File: config.mk
export PLATFORM = sky130hd
export DESIGN_NAME = alu_flag_core
export DESIGN_NICKNAME = d
export VERILOG_FILES = /design/src/rtl/alu_pkg.sv /design/src/rtl/alu_ctrl.sv /design/src/rtl/alu_bcd_chain.sv /design/src/rtl/alu_datapath.sv /design/src/rtl/alu_flag_core.sv
export SDC_FILE = /design/constraint.sdc
export NUM_CORES = 1
export LEC_CHECK = 0
export BUFFER_PORTS_ARGS = -buffer_cell sky130_fd_sc_hd__buf_2
export CORE_MARGIN = 2
export CORE_UTILIZATION = 45
export DETAILED_ROUTE_END_ITERATION = 10
export GPL_TIMING_DRIVEN = 0
export PLACE_DENSITY = 0.69
export REMOVE_ABC_BUFFERS = 1
export SLEW_MARGIN = 20
export SYNTH_ARGS = -nofsm -noshare
export SYNTH_HDL_FRONTEND = slang
export SYNTH_HIERARCHICAL = 1
export SYNTH_SLANG_ARGS = --single-unit
File: constraint.sdc
create_clock -name vclk -period 19.95
set_input_delay 5.985 -clock vclk [all_inputs]
set_output_delay 5.985 -clock vclk [all_outputs]
set_load 0.02 [all_outputs]
File: src/rtl/alu_pkg.sv
package alu_pkg;

  typedef enum logic [3:0] {
    OP_ADD  = 4'd0,
    OP_ADDC = 4'd1,
    OP_SUB  = 4'd2,
    OP_SUBC = 4'd3,
    OP_CMP  = 4'd4,
    OP_DADD = 4'd5,
    OP_AND  = 4'd6,
    OP_BIT  = 4'd7,
    OP_BIC  = 4'd8,
    OP_BIS  = 4'd9,
    OP_XOR  = 4'd10,
    OP_MOV  = 4'd11,
    OP_RRA  = 4'd12,
    OP_RRC  = 4'd13,
    OP_SWPB = 4'd14,
    OP_SXT  = 4'd15
  } aluOp_e;

  typedef enum logic [3:0] {
    RES_SUM, RES_BCD, RES_AND, RES_BIC, RES_BIS, RES_XOR,
    RES_SRC, RES_RRA, RES_RRC, RES_SWP, RES_SXT
  } resSel_e;

  typedef enum logic [1:0] {
    CIN_ZERO, CIN_FLAG, CIN_ONE
  } cinSel_e;

  typedef enum logic [1:0] {
    CY_SUM, CY_BCD, CY_NOTZ, CY_LSB
  } cySel_e;

  typedef struct packed {
    resSel_e resSel;
    logic    invSrc;
    cinSel_e cinSel;
    cySel_e  cySel;
    logic    arithV;
    logic    forceWord;
    logic    writeEn;
    logic    flagEn;
  } aluCtrl_t;

endpackage

File: src/rtl/alu_ctrl.sv
module alu_ctrl
  import alu_pkg::*;
(
  input  logic [3:0] opSel,
  output aluCtrl_t   ctrl
);

  always_comb begin
    ctrl.resSel    = RES_SUM;
    ctrl.invSrc    = 1'b0;
    ctrl.cinSel    = CIN_ZERO;
    ctrl.cySel     = CY_NOTZ;
    ctrl.arithV    = 1'b0;
    ctrl.forceWord = 1'b0;
    ctrl.writeEn   = 1'b1;
    ctrl.flagEn    = 1'b1;
    case (opSel)
      OP_ADD:  begin ctrl.cySel = CY_SUM; ctrl.arithV = 1'b1; end
      OP_ADDC: begin ctrl.cySel = CY_SUM; ctrl.arithV = 1'b1; ctrl.cinSel = CIN_FLAG; end
      OP_SUB: begin
        ctrl.cySel = CY_SUM; ctrl.arithV = 1'b1;
        ctrl.invSrc = 1'b1;  ctrl.cinSel = CIN_ONE;
      end
      OP_SUBC: begin
        ctrl.cySel = CY_SUM; ctrl.arithV = 1'b1;
        ctrl.invSrc = 1'b1;  ctrl.cinSel = CIN_FLAG;
      end
      OP_CMP: begin
        ctrl.cySel = CY_SUM; ctrl.arithV = 1'b1;
        ctrl.invSrc = 1'b1;  ctrl.cinSel = CIN_ONE;
        ctrl.writeEn = 1'b0;
      end
      OP_DADD: begin ctrl.resSel = RES_BCD; ctrl.cySel = CY_BCD; ctrl.cinSel = CIN_FLAG; end
      OP_AND:  ctrl.resSel = RES_AND;
      OP_BIT:  begin ctrl.resSel = RES_AND; ctrl.writeEn = 1'b0; end
      OP_BIC:  begin ctrl.resSel = RES_BIC; ctrl.flagEn = 1'b0; end
      OP_BIS:  begin ctrl.resSel = RES_BIS; ctrl.flagEn = 1'b0; end
      OP_XOR:  ctrl.resSel = RES_XOR;
      OP_MOV:  begin ctrl.resSel = RES_SRC; ctrl.flagEn = 1'b0; end
      OP_RRA:  begin ctrl.resSel = RES_RRA; ctrl.cySel = CY_LSB; end
      OP_RRC:  begin ctrl.resSel = RES_RRC; ctrl.cySel = CY_LSB; end
      OP_SWPB: begin ctrl.resSel = RES_SWP; ctrl.forceWord = 1'b1; ctrl.flagEn = 1'b0; end
      OP_SXT:  begin ctrl.resSel = RES_SXT; ctrl.forceWord = 1'b1; end
      default: ctrl.resSel = RES_SUM;
    endcase
  end

endmodule

File: src/rtl/alu_bcd_chain.sv
module alu_bcd_chain #(
  parameter int Digits = 4
) (
  input  logic [4*Digits-1:0] aIn,
  input  logic [4*Digits-1:0] bIn,
  input  logic                cIn,
  output logic [4*Digits-1:0] sumOut,
  output logic [Digits-1:0]   digitCarry
);

  logic [Digits:0] chain;
  assign chain[0] = cIn;

  for (genvar g = 0; g < Digits; g++) begin : gDigit
    logic [4:0] rawSum;
    logic       adjust;
    always_comb begin
      rawSum = {1'b0, aIn[4*g+3:4*g]} + {1'b0, bIn[4*g+3:4*g]} + {4'b0, chain[g]};
      adjust = rawSum > 5'd9;
    end
    assign sumOut[4*g+3:4*g] = adjust ? (rawSum[3:0] + 4'd6) : rawSum[3:0];
    assign chain[g+1]        = adjust;
    assign digitCarry[g]     = adjust;
  end

endmodule

File: src/rtl/alu_datapath.sv
module alu_datapath
  import alu_pkg::*;
#(
  parameter int DataWidth = 16
) (
  input  aluCtrl_t             ctrl,
  input  logic [DataWidth-1:0] srcIn,
  input  logic [DataWidth-1:0] dstIn,
  input  logic                 byteSel,
  input  logic                 carryIn,
  output logic [DataWidth-1:0] result,
  output logic                 nFlag,
  output logic                 zFlag,
  output logic                 cFlag,
  output logic                 vFlag
);

  localparam int Half   = DataWidth / 2;
  localparam int Digits = DataWidth / 4;

  logic                 narrow;
  logic [DataWidth-1:0] bOp;
  logic                 cinBit;
  logic [DataWidth:0]   sumFull;
  logic [Half:0]        sumLow;
  logic [DataWidth-1:0] bcdSum;
  logic [Digits-1:0]    bcdCarry;
  logic [DataWidth-1:0] rawRes;
  logic                 aSign, bSign;

  assign narrow = byteSel && !ctrl.forceWord;
  assign bOp    = ctrl.invSrc ? ~srcIn : srcIn;

  always_comb begin
    case (ctrl.cinSel)
      CIN_FLAG: cinBit = carryIn;
      CIN_ONE:  cinBit = 1'b1;
      default:  cinBit = 1'b0;
    endcase
  end

  assign sumFull = {1'b0, dstIn} + {1'b0, bOp} + {{DataWidth{1'b0}}, cinBit};
  assign sumLow  = {1'b0, dstIn[Half-1:0]} + {1'b0, bOp[Half-1:0]} + {{Half{1'b0}}, cinBit};

  alu_bcd_chain #(.Digits(Digits)) uBcd (
    .aIn       (dstIn),
    .bIn       (srcIn),
    .cIn       (carryIn),
    .sumOut    (bcdSum),
    .digitCarry(bcdCarry)
  );

  always_comb begin
    case (ctrl.resSel)
      RES_SUM: rawRes = sumFull[DataWidth-1:0];
      RES_BCD: rawRes = bcdSum;
      RES_AND: rawRes = srcIn & dstIn;
      RES_BIC: rawRes = ~srcIn & dstIn;
      RES_BIS: rawRes = srcIn | dstIn;
      RES_XOR: rawRes = srcIn ^ dstIn;
      RES_SRC: rawRes = srcIn;
      RES_RRA: rawRes = narrow ? {{Half{1'b0}}, dstIn[Half-1], dstIn[Half-1:1]}
                               : {dstIn[DataWidth-1], dstIn[DataWidth-1:1]};
      RES_RRC: rawRes = narrow ? {{Half{1'b0}}, carryIn, dstIn[Half-1:1]}
                               : {carryIn, dstIn[DataWidth-1:1]};
      RES_SWP: rawRes = {dstIn[Half-1:0], dstIn[DataWidth-1:Half]};
      RES_SXT: rawRes = {{Half{dstIn[Half-1]}}, dstIn[Half-1:0]};
      default: rawRes = '0;
    endcase
  end

  assign result = narrow ? {{Half{1'b0}}, rawRes[Half-1:0]} : rawRes;

  assign nFlag = narrow ? result[Half-1] : result[DataWidth-1];
  assign zFlag = (result == '0);

  always_comb begin
    case (ctrl.cySel)
      CY_SUM:  cFlag = narrow ? sumLow[Half] : sumFull[DataWidth];
      CY_BCD:  cFlag = narrow ? bcdCarry[Digits/2-1] : bcdCarry[Digits-1];
      CY_LSB:  cFlag = dstIn[0];
      default: cFlag = !zFlag;
    endcase
  end

  assign aSign = narrow ? dstIn[Half-1] : dstIn[DataWidth-1];
  assign bSign = narrow ? bOp[Half-1]   : bOp[DataWidth-1];
  assign vFlag = ctrl.arithV && (aSign == bSign) && (nFlag != aSign);

endmodule

File: src/rtl/alu_flag_core.sv
module alu_flag_core
  import alu_pkg::*;
#(
  parameter int DataWidth = 16
) (
  input  logic [DataWidth-1:0] srcIn,
  input  logic [DataWidth-1:0] dstIn,
  input  logic [3:0]           opSel,
  input  logic                 byteSel,
  input  logic                 carryIn,
  output logic [DataWidth-1:0] result,
  output logic                 writeEn,
  output logic                 flagEn,
  output logic                 nFlag,
  output logic                 zFlag,
  output logic                 cFlag,
  output logic                 vFlag
);

  aluCtrl_t ctrl;

  alu_ctrl uCtrl (
    .opSel(opSel),
    .ctrl (ctrl)
  );

  alu_datapath #(.DataWidth(DataWidth)) uPath (
    .ctrl   (ctrl),
    .srcIn  (srcIn),
    .dstIn  (dstIn),
    .byteSel(byteSel),
    .carryIn(carryIn),
    .result (result),
    .nFlag  (nFlag),
    .zFlag  (zFlag),
    .cFlag  (cFlag),
    .vFlag  (vFlag)
  );

  assign writeEn = ctrl.writeEn;
  assign flagEn  = ctrl.flagEn;

endmodule

==> reports/qor.yml, run 1 <==
tightest_slew_ps: 1110
period_needed_ps: 20360
track_usage_pct: 28.7
setup_slack_ps: -415
seq_area_sq_um: 0
layout_common_cells: "buf_2, inv_1, ha_1, a21oi_1, nand2_1"
place_congestion: 1.03
grt_pass1_wl_um: 23000
grt_pass1_vias: 4508
place_area_sq_mm: 0.00435
pin_count: 60
dr.pass1.iters: 5
final_cells: 719
layout-drive-gt1-share_pct: 24.2
routed_wl_um: 14800
fp.dieH_um: 98.9
power_density_mw_per_mm2: 50.3
die_area_sq_mm: 0.00978
final_cell_area_sq_mm: 0.00482
yosysWarnings: 6
relSlewSlack_pct: 25.9
hold_viol: 0
max_freq_mhz: 49.1
mostFrequentLayoutCell: "buf_2"
critical_path_class: "input pin to output port"
hold_path_class: "input pin to output port"
wl_met2_um: 6770
seq_cell_count: 0
area_delta_synth_final_pct: 19.0
path_max_fanout: 3
rows: 34
violations: "setup timing"
crit_path_start_kind: "input pin"
path_common_cell: "fa_2"
top_layer: "met4"
vias: 4752
status: "complete, but fails checks"
crit_required_ps: 13960
ir_drop_mv: 0.0253
drc: 0
fin_nets: 713
whs_ps: 12420
place_inst: 697
dieWidth_um: 98.9
wl_met3_um: 1190
drv_slew: 0
hold_end: "flagEn"
initialDrtViolationCount: 398
cpPeakStageDelay_ps: 470
post_drt_via_cell_ratio: 6.61
cap_violations: 0
cp.arrival_ps: 14380
finalSetupTns_ps: -907
cp-end-kind: "output port"
setup_violations: 4
antenna_found_initial: 0
io_buffers: 60
total_power_mw: 0.243
cts_hold_buf: 0
clockBufferCount: 0
wl_met1_um: 6100
grt_max_degree: 59
ant_nets: 0
core_sq_mm: 0.00872
p_leak_nw: 2.25
synthCells: 558
min_from: "opSel[3]"
timing.final.crit_share_pct: 102
start_util_pct: 46.4
diodes: 0
grt_setup_unrepaired: "yes"
holdPathStages: 3
synth.avg_cell_area_sq_um: 7.26
overflow: 0
syn_area_sq_mm: 0.00405
dp_hpwl_um: 10800
wl_per_cell_um: 20.5
crit_slowest_cell: "fa_2"
[through the flow]
step                setup WS (ps)  util [%]
floorplan                    -799         -
global placement            -1480      49.6
detailed placement          -1850      49.8
CTS                          -439      53.6
global route                 -731      55.3
finish                       -415      55.3
[worst max-delay path: cells and delay by family]
family                     cells  cell delay, ps
adders and majority gates     11            3460
AOI/OAI and AO/OA             14            3160
buffers and inverters          8             860
and+or+nand+nor                4             650
xor gates and xnor gates       2             270
[layout make-up]
cell class                      instances  area (sq um)
Fill cell                             865          3900
Inverter                               60           230
Multi-Input combinational cell        468          3920
Tap cell                              108           135
Timing Repair Buffer                   83           537
[report_power, final]
group          leakage, nW  switching (mW)  internal [mW]
registers                0               0              0
clock network            0               0              0
logic                 2.25           0.137          0.106
[routing by layer]
metal  vias up  track usage [%]
met1      2237             37.6
met2       254             47.2
met4         0             12.3
li1       2205                -
met5         -                0
met3        56             3.90
[how the worst max path moves through the flow]
stage          cells past startpoint      from  endpoint  slack (ps)
3_5_place_dp                      37  dstIn[0]     vFlag       -1850
3_3_place_gp                      37  dstIn[0]     cFlag       -1480
5_1_grt                           39  srcIn[0]     cFlag        -730
6_report                          39  srcIn[0]     vFlag        -410
2_1_floorplan                     35  dstIn[0]     vFlag        -800
4_1_cts                           39  srcIn[0]     cFlag        -440
[timing repair]
item / CTS / global route
pin swaps: 21 / 19
setup buffers: 17 / 6
setup endpoints to repair: 7 / 7
cloned: 0 / 0
resized for setup: 55 / 19
(Power assumes the default switching activity.)
==> inputs of run 2 (changes only) <==
Settings changed: CORE_ASPECT_RATIO set to 0.8, PLACE_DENSITY 0.69 to 0.66.
Clock period 19.95 ns to 22.1 ns, I/O delays scaled along.
==> run 2 against run 1 <==
Compared with the run above:
- the flow now finishes without violations
- global-route usage is 0.72 points higher
- power is 15% lower
- sequential cell count stayed put
- critical path depth is 1 lower
- clock-buffer cell count stayed put
- wire length is 0.94% lower
- non-clock buffer count is 11 lower
- critical path type unchanged
- final area is 3.8% lower
- cell count is 0.97% lower
- first-iteration DRC count is 23% higher
==> reports/qor.yml, run 2 (same netlist as run 1, synthesis figures left out) <==
setup_slack_ps: 251  # +666 ps
grt_pass1_wl_um: 22400  # -2.8%
hold_viol: 0  # unchanged
grt_max_degree: 59  # unchanged
ant_nets: 0  # unchanged
seq_area_sq_um: 0  # unchanged
io_buffers: 60  # unchanged
layout-drive-gt1-share_pct: 21.3  # -2.9 points
status: "completed"
antenna_found_initial: 0  # unchanged
p_leak_nw: 2.18  # -3.1%
drc: 0  # unchanged
area_delta_synth_final_pct: 14.5
fillers: 853  # -1.4%
relSlewSlack_pct: 23.7  # -2.2 points
post-place-ws_ps: -918  # +930 ps
finalSetupTns_ps: 0  # +907 ps
crit_required_ps: 15470  # +1510 ps
vias: 4674  # -1.6%
path_common_cell: "fa_2"
path_max_fanout: 6  # +3
dr.pass1.iters: 5  # unchanged
track_usage_pct: 29.5  # +0.72 points
max_freq_mhz: 45.8
cp-end-kind: "output port"
fp.dieH_um: 88.9  # -10%
whs_ps: 13700  # +1280 ps
core_sq_mm: 0.00860  # -1.4%
holdPathStages: 3  # unchanged
cap_violations: 0  # unchanged
critical_path.top_delay_family: "adder cells"
overflow: 0  # unchanged
final_util_pct: 54.0  # -1.3 points
place_congestion: 0.976  # -4.8%
path_depth: 38  # -2.6%
fin_nets: 702  # -1.5%
ir_drop_mv: 0.0236  # -6.5%
tightest_slew_ps: 1140  # +33.1 ps
drv_slew: 0  # unchanged
start_util_pct: 47.1  # +0.68 points
seq_cell_count: 0  # unchanged
die_area_sq_mm: 0.00978  # about the same
diodes: 0  # unchanged
crit_path_start_kind: "input pin"
cpPeakStageDelay_ps: 560  # +90 ps
setup_violations: 0  # -4
routed_wl_um: 14600  # -0.94%
rows: 30  # -12%
mostFrequentLayoutCell: "buf_2"
layout_common_cells: "buf_2, inv_1, ha_1, a21oi_1, nand2_1"
power_density_mw_per_mm2: 44.5  # -12%
initialDrtViolationCount: 489  # +23%
grt_pass1_vias: 4164  # -7.6%
period_needed_ps: 21850
crit_slowest_cell: "fa_2"
multi_input_area_sq_mm: 0.00387  # -1.3%
dieWidth_um: 110  # +11%
timing.final.crit_share_pct: 98.9
post_drt_via_cell_ratio: 6.56  # -0.67%
clockBufferCount: 0  # unchanged
hold_path_class: "input pin to output port"
path_buf_inv: 6  # -2
wl_per_cell_um: 20.5  # about the same
cp.arrival_ps: 15220  # +840 ps
pin_count: 60  # unchanged
critical_path_class: "input pin to output port"
dp_hpwl_um: 10900  # +1.3%
cts_hold_buf: 0  # unchanged
## run 2: cell types whose count changed in the layout (fill, tap and decap cells not counted), sizes merged
cell | before | now
buf | 83 | 72
## run 2: final cells by class
cell class                 count  share of cell area [%]
inverter                      60                    4.96
tap                          112                    3.02
timing repair buffer          72                    8.66
multi-input combinational    468                    83.4
## run 2: timing repair
action                                  4_1_cts  5_1_grt
endpoints found under the setup margin        7        3
gates resized for setup                      19       28
setup buffers                                 5        7
pin swaps                                    11       20
## run 2: routing by layer
layer,vias to the layer above,track usage (%),part of all wire [%]
li1,2181,-,-
met1,2233,43.9,45
met2,237,47.6,45
met3,23,0.810,8.2
met4,0,5.41,1.5
met5,-,0,0
## run 2: power by group
part	total, mW	switching [mW]	leakage, nW	internal, mW
Combinational	0.206	0.119	2.18	0.0868
Clock	0	0	0	0
Sequential	0	0	0	0
## run 2: path summary, 6_finish.rpt
check                    end     start  slack (ps)
worst max-delay path   cFlag  dstIn[0]         250
worst min-delay path  flagEn  opSel[3]       13700
## run 2: per-stage QoR
stage	cell area, sq um	std cells	power, mW
2_1_floorplan	3890	528	0.125
3_3_place_gp	4330	700	0.171
3_5_place_dp	4350	701	0.176
4_1_cts	4460	706	0.185
5_1_grt	4640	712	0.222
6_report	4640	712	0.206
## run 2: worst min-delay path, cell delays in order
cell and delay, ps:
buf_2 180, o21ai_1 90, buf_2 160
==> inputs of run 3 (changes only) <==
Settings changed: ABC_AREA set to 1, PLACE_DENSITY 0.66 to 0.67, SYNTH_HIERARCHICAL 1 to not set.
==> run 3 against run 2 <==
Compared with the run above:
- synthesized cell count rose by 28%
- via count up 1.2%
- hold slack improved by 11 ps
- final area down 8.3%
- critical path depth is 6 higher
- largest cell class unchanged
==> reports/qor.yml, run 3 <==
initialDrtViolationCount: 355  # -27%
area_delta_synth_final_pct: 9.15
vias: 4732  # +1.2%
layout-drive-gt1-share_pct: 14.4  # -7.0 points
cts_resized: 0  # -19
yosysWarnings: 0  # -6
p_leak_nw: 2.56  # +17%
min_from: "dstIn[0]"
ir_drop_mv: 0.0153  # -35%
path_buf_inv: 8  # +2
place_congestion: 0.921  # -5.6%
io_buffers: 60  # unchanged
critical_path_class: "input pin to output port"
yosysMostFrequentCell: "nand2_1"
wl_per_cell_um: 14.5  # -29%
seq_area_sq_um: 0  # unchanged
timing.final.crit_share_pct: 92.6  # -6.3 points
whs_ps: 13710  # +10.5 ps
setup_slack_ps: 1640  # +1390 ps
grt_max_degree: 19  # -68%
yosysTopAreaCellShare_pct: 20.4
antenna_found_initial: 0  # unchanged
clockBufferCount: 0  # unchanged
power_density_mw_per_mm2: 33.2  # -25%
cpPeakStageDelay_ps: 470  # -90 ps
max_freq_mhz: 48.9  # +6.8%
yosysTopAreaCell: "nand2_1"
crit_required_ps: 15470  # about the same
finalSetupTns_ps: 0  # unchanged
critical_path.top_delay_family: "adder cells"
rows: 30  # unchanged
dp_hpwl_um: 10400  # -4.3%
cp-end-kind: "output port"
path_max_fanout: 4  # -2
total_power_mw: 0.141  # -31%
fin_nets: 865  # +23%
synth.area.top_cells: "nand2_1, ha_1, inv_1"
dr.pass1.iters: 5  # unchanged
ys_seq_area_share_pct: 0
hold_end: "result[0]"
final_util_pct: 50.4  # -3.6 points
grt_setup_unrepaired: "no"
core_sq_mm: 0.00845  # -1.7%
dieWidth_um: 108  # -1.8%
die_area_sq_mm: 0.00943  # -3.6%
path_common_cell: "nand2_1"
holdPathStages: 4  # +1
start_util_pct: 46.1  # -0.97 points
synth_common_cells: "nand2_1, inv_1, nand3_1, nor2_1, ha_1"
hold_path_class: "input pin to output port"
overflow: 0  # unchanged
crit_slowest_cell: "fa_1"
crit_path_start_kind: "input pin"
synth.avg_cell_area_sq_um: 5.44  # -25%
mostFrequentLayoutCell: "nand2_1"
period_needed_ps: 20460  # -1390 ps
tightest_slew_ps: 1080  # -64.3 ps
drc: 0  # unchanged
diodes: 0  # unchanged
status: "completed"
postCtsSetupBuffers: 0  # -5
post-place-ws_ps: 1710  # +2620 ps
pin_count: 60  # unchanged
ant_nets: 0  # unchanged
cts_hold_buf: 0  # unchanged
cap_violations: 0  # unchanged
fp.dieH_um: 87.2  # -1.8%
synthCells: 716  # +28%
drv_slew: 0  # unchanged
relSlewSlack_pct: 28.2  # +4.5 points
routed_wl_um: 12700  # -13%
setup_violations: 0  # unchanged
grt_pass1_wl_um: 20800  # -7.1%
grt_pass1_vias: 4451  # +6.9%
seq_cell_count: 0  # unchanged
layout_common_cells: "nand2_1, inv_1, nand3_1, nor2_1, buf_2"
synth_cell_types: 41
syn_area_sq_mm: 0.00390  # -3.8%
post_drt_via_cell_ratio: 5.39  # -18%
hold_viol: 0  # unchanged
track_usage_pct: 27.4  # -2.1 points
cp.arrival_ps: 13830  # -1390 ps
run 3: logic make-up after synthesis:
| group | Yosys count | share of synthesized area [%] |
|---|---|---|
| AO/OA/AOI/OAI | 96 | 13.7 |
| XOR/XNOR | 19 | 4.66 |
| adder cells (fa/ha/maj) | 59 | 20.9 |
| buffers and inverters | 136 | 14.3 |
| AND/OR/NAND/NOR | 406 | 46.5 |
run 3: power by group:
part           switching (mW)  leakage, nW  internal [mW]  total (mW)
clock                       0            0              0           0
sequential                  0            0              0           0
combinational          0.0929         2.56         0.0485       0.141
total                  0.0929         2.56         0.0485       0.141
run 3: final cells by class:
type,count,area [sq um]
multi-input cells,580,3340
repair buffers,60,300
well taps,112,140
inverters,126,474
fillers,966,4190
run 3: how the worst max path moves through the flow:
stage | startpoint | to | slack [ps] | depth (start not counted)
2_1_floorplan | srcIn[0] | vFlag | 2810 | 39
3_3_place_gp | srcIn[0] | cFlag | 1870 | 44
3_5_place_dp | srcIn[0] | cFlag | 1710 | 44
4_1_cts | srcIn[0] | cFlag | 1680 | 44
5_1_grt | srcIn[0] | cFlag | 860 | 44
6_report | srcIn[0] | cFlag | 1640 | 44
run 3: per-stage QoR:
step	std cells	instance area (sq um)
2_1_floorplan	706	3810
5_1_grt	878	4250
6_report	878	4250
4_1_cts	878	4250
3_3_place_gp	878	4250
3_5_place_dp	878	4250
run 3: routing by layer:
| layer | vias up | wire length [um] | global-route usage, % |
|---|---|---|---|
| li1 | 2364 | - | - |
| met1 | 2165 | 5770 | 36.6 |
| met2 | 184 | 5820 | 48.5 |
| met3 | 19 | 995 | 2.39 |
| met4 | 0 | 155 | 4.90 |
| met5 | - | 0 | 0 |
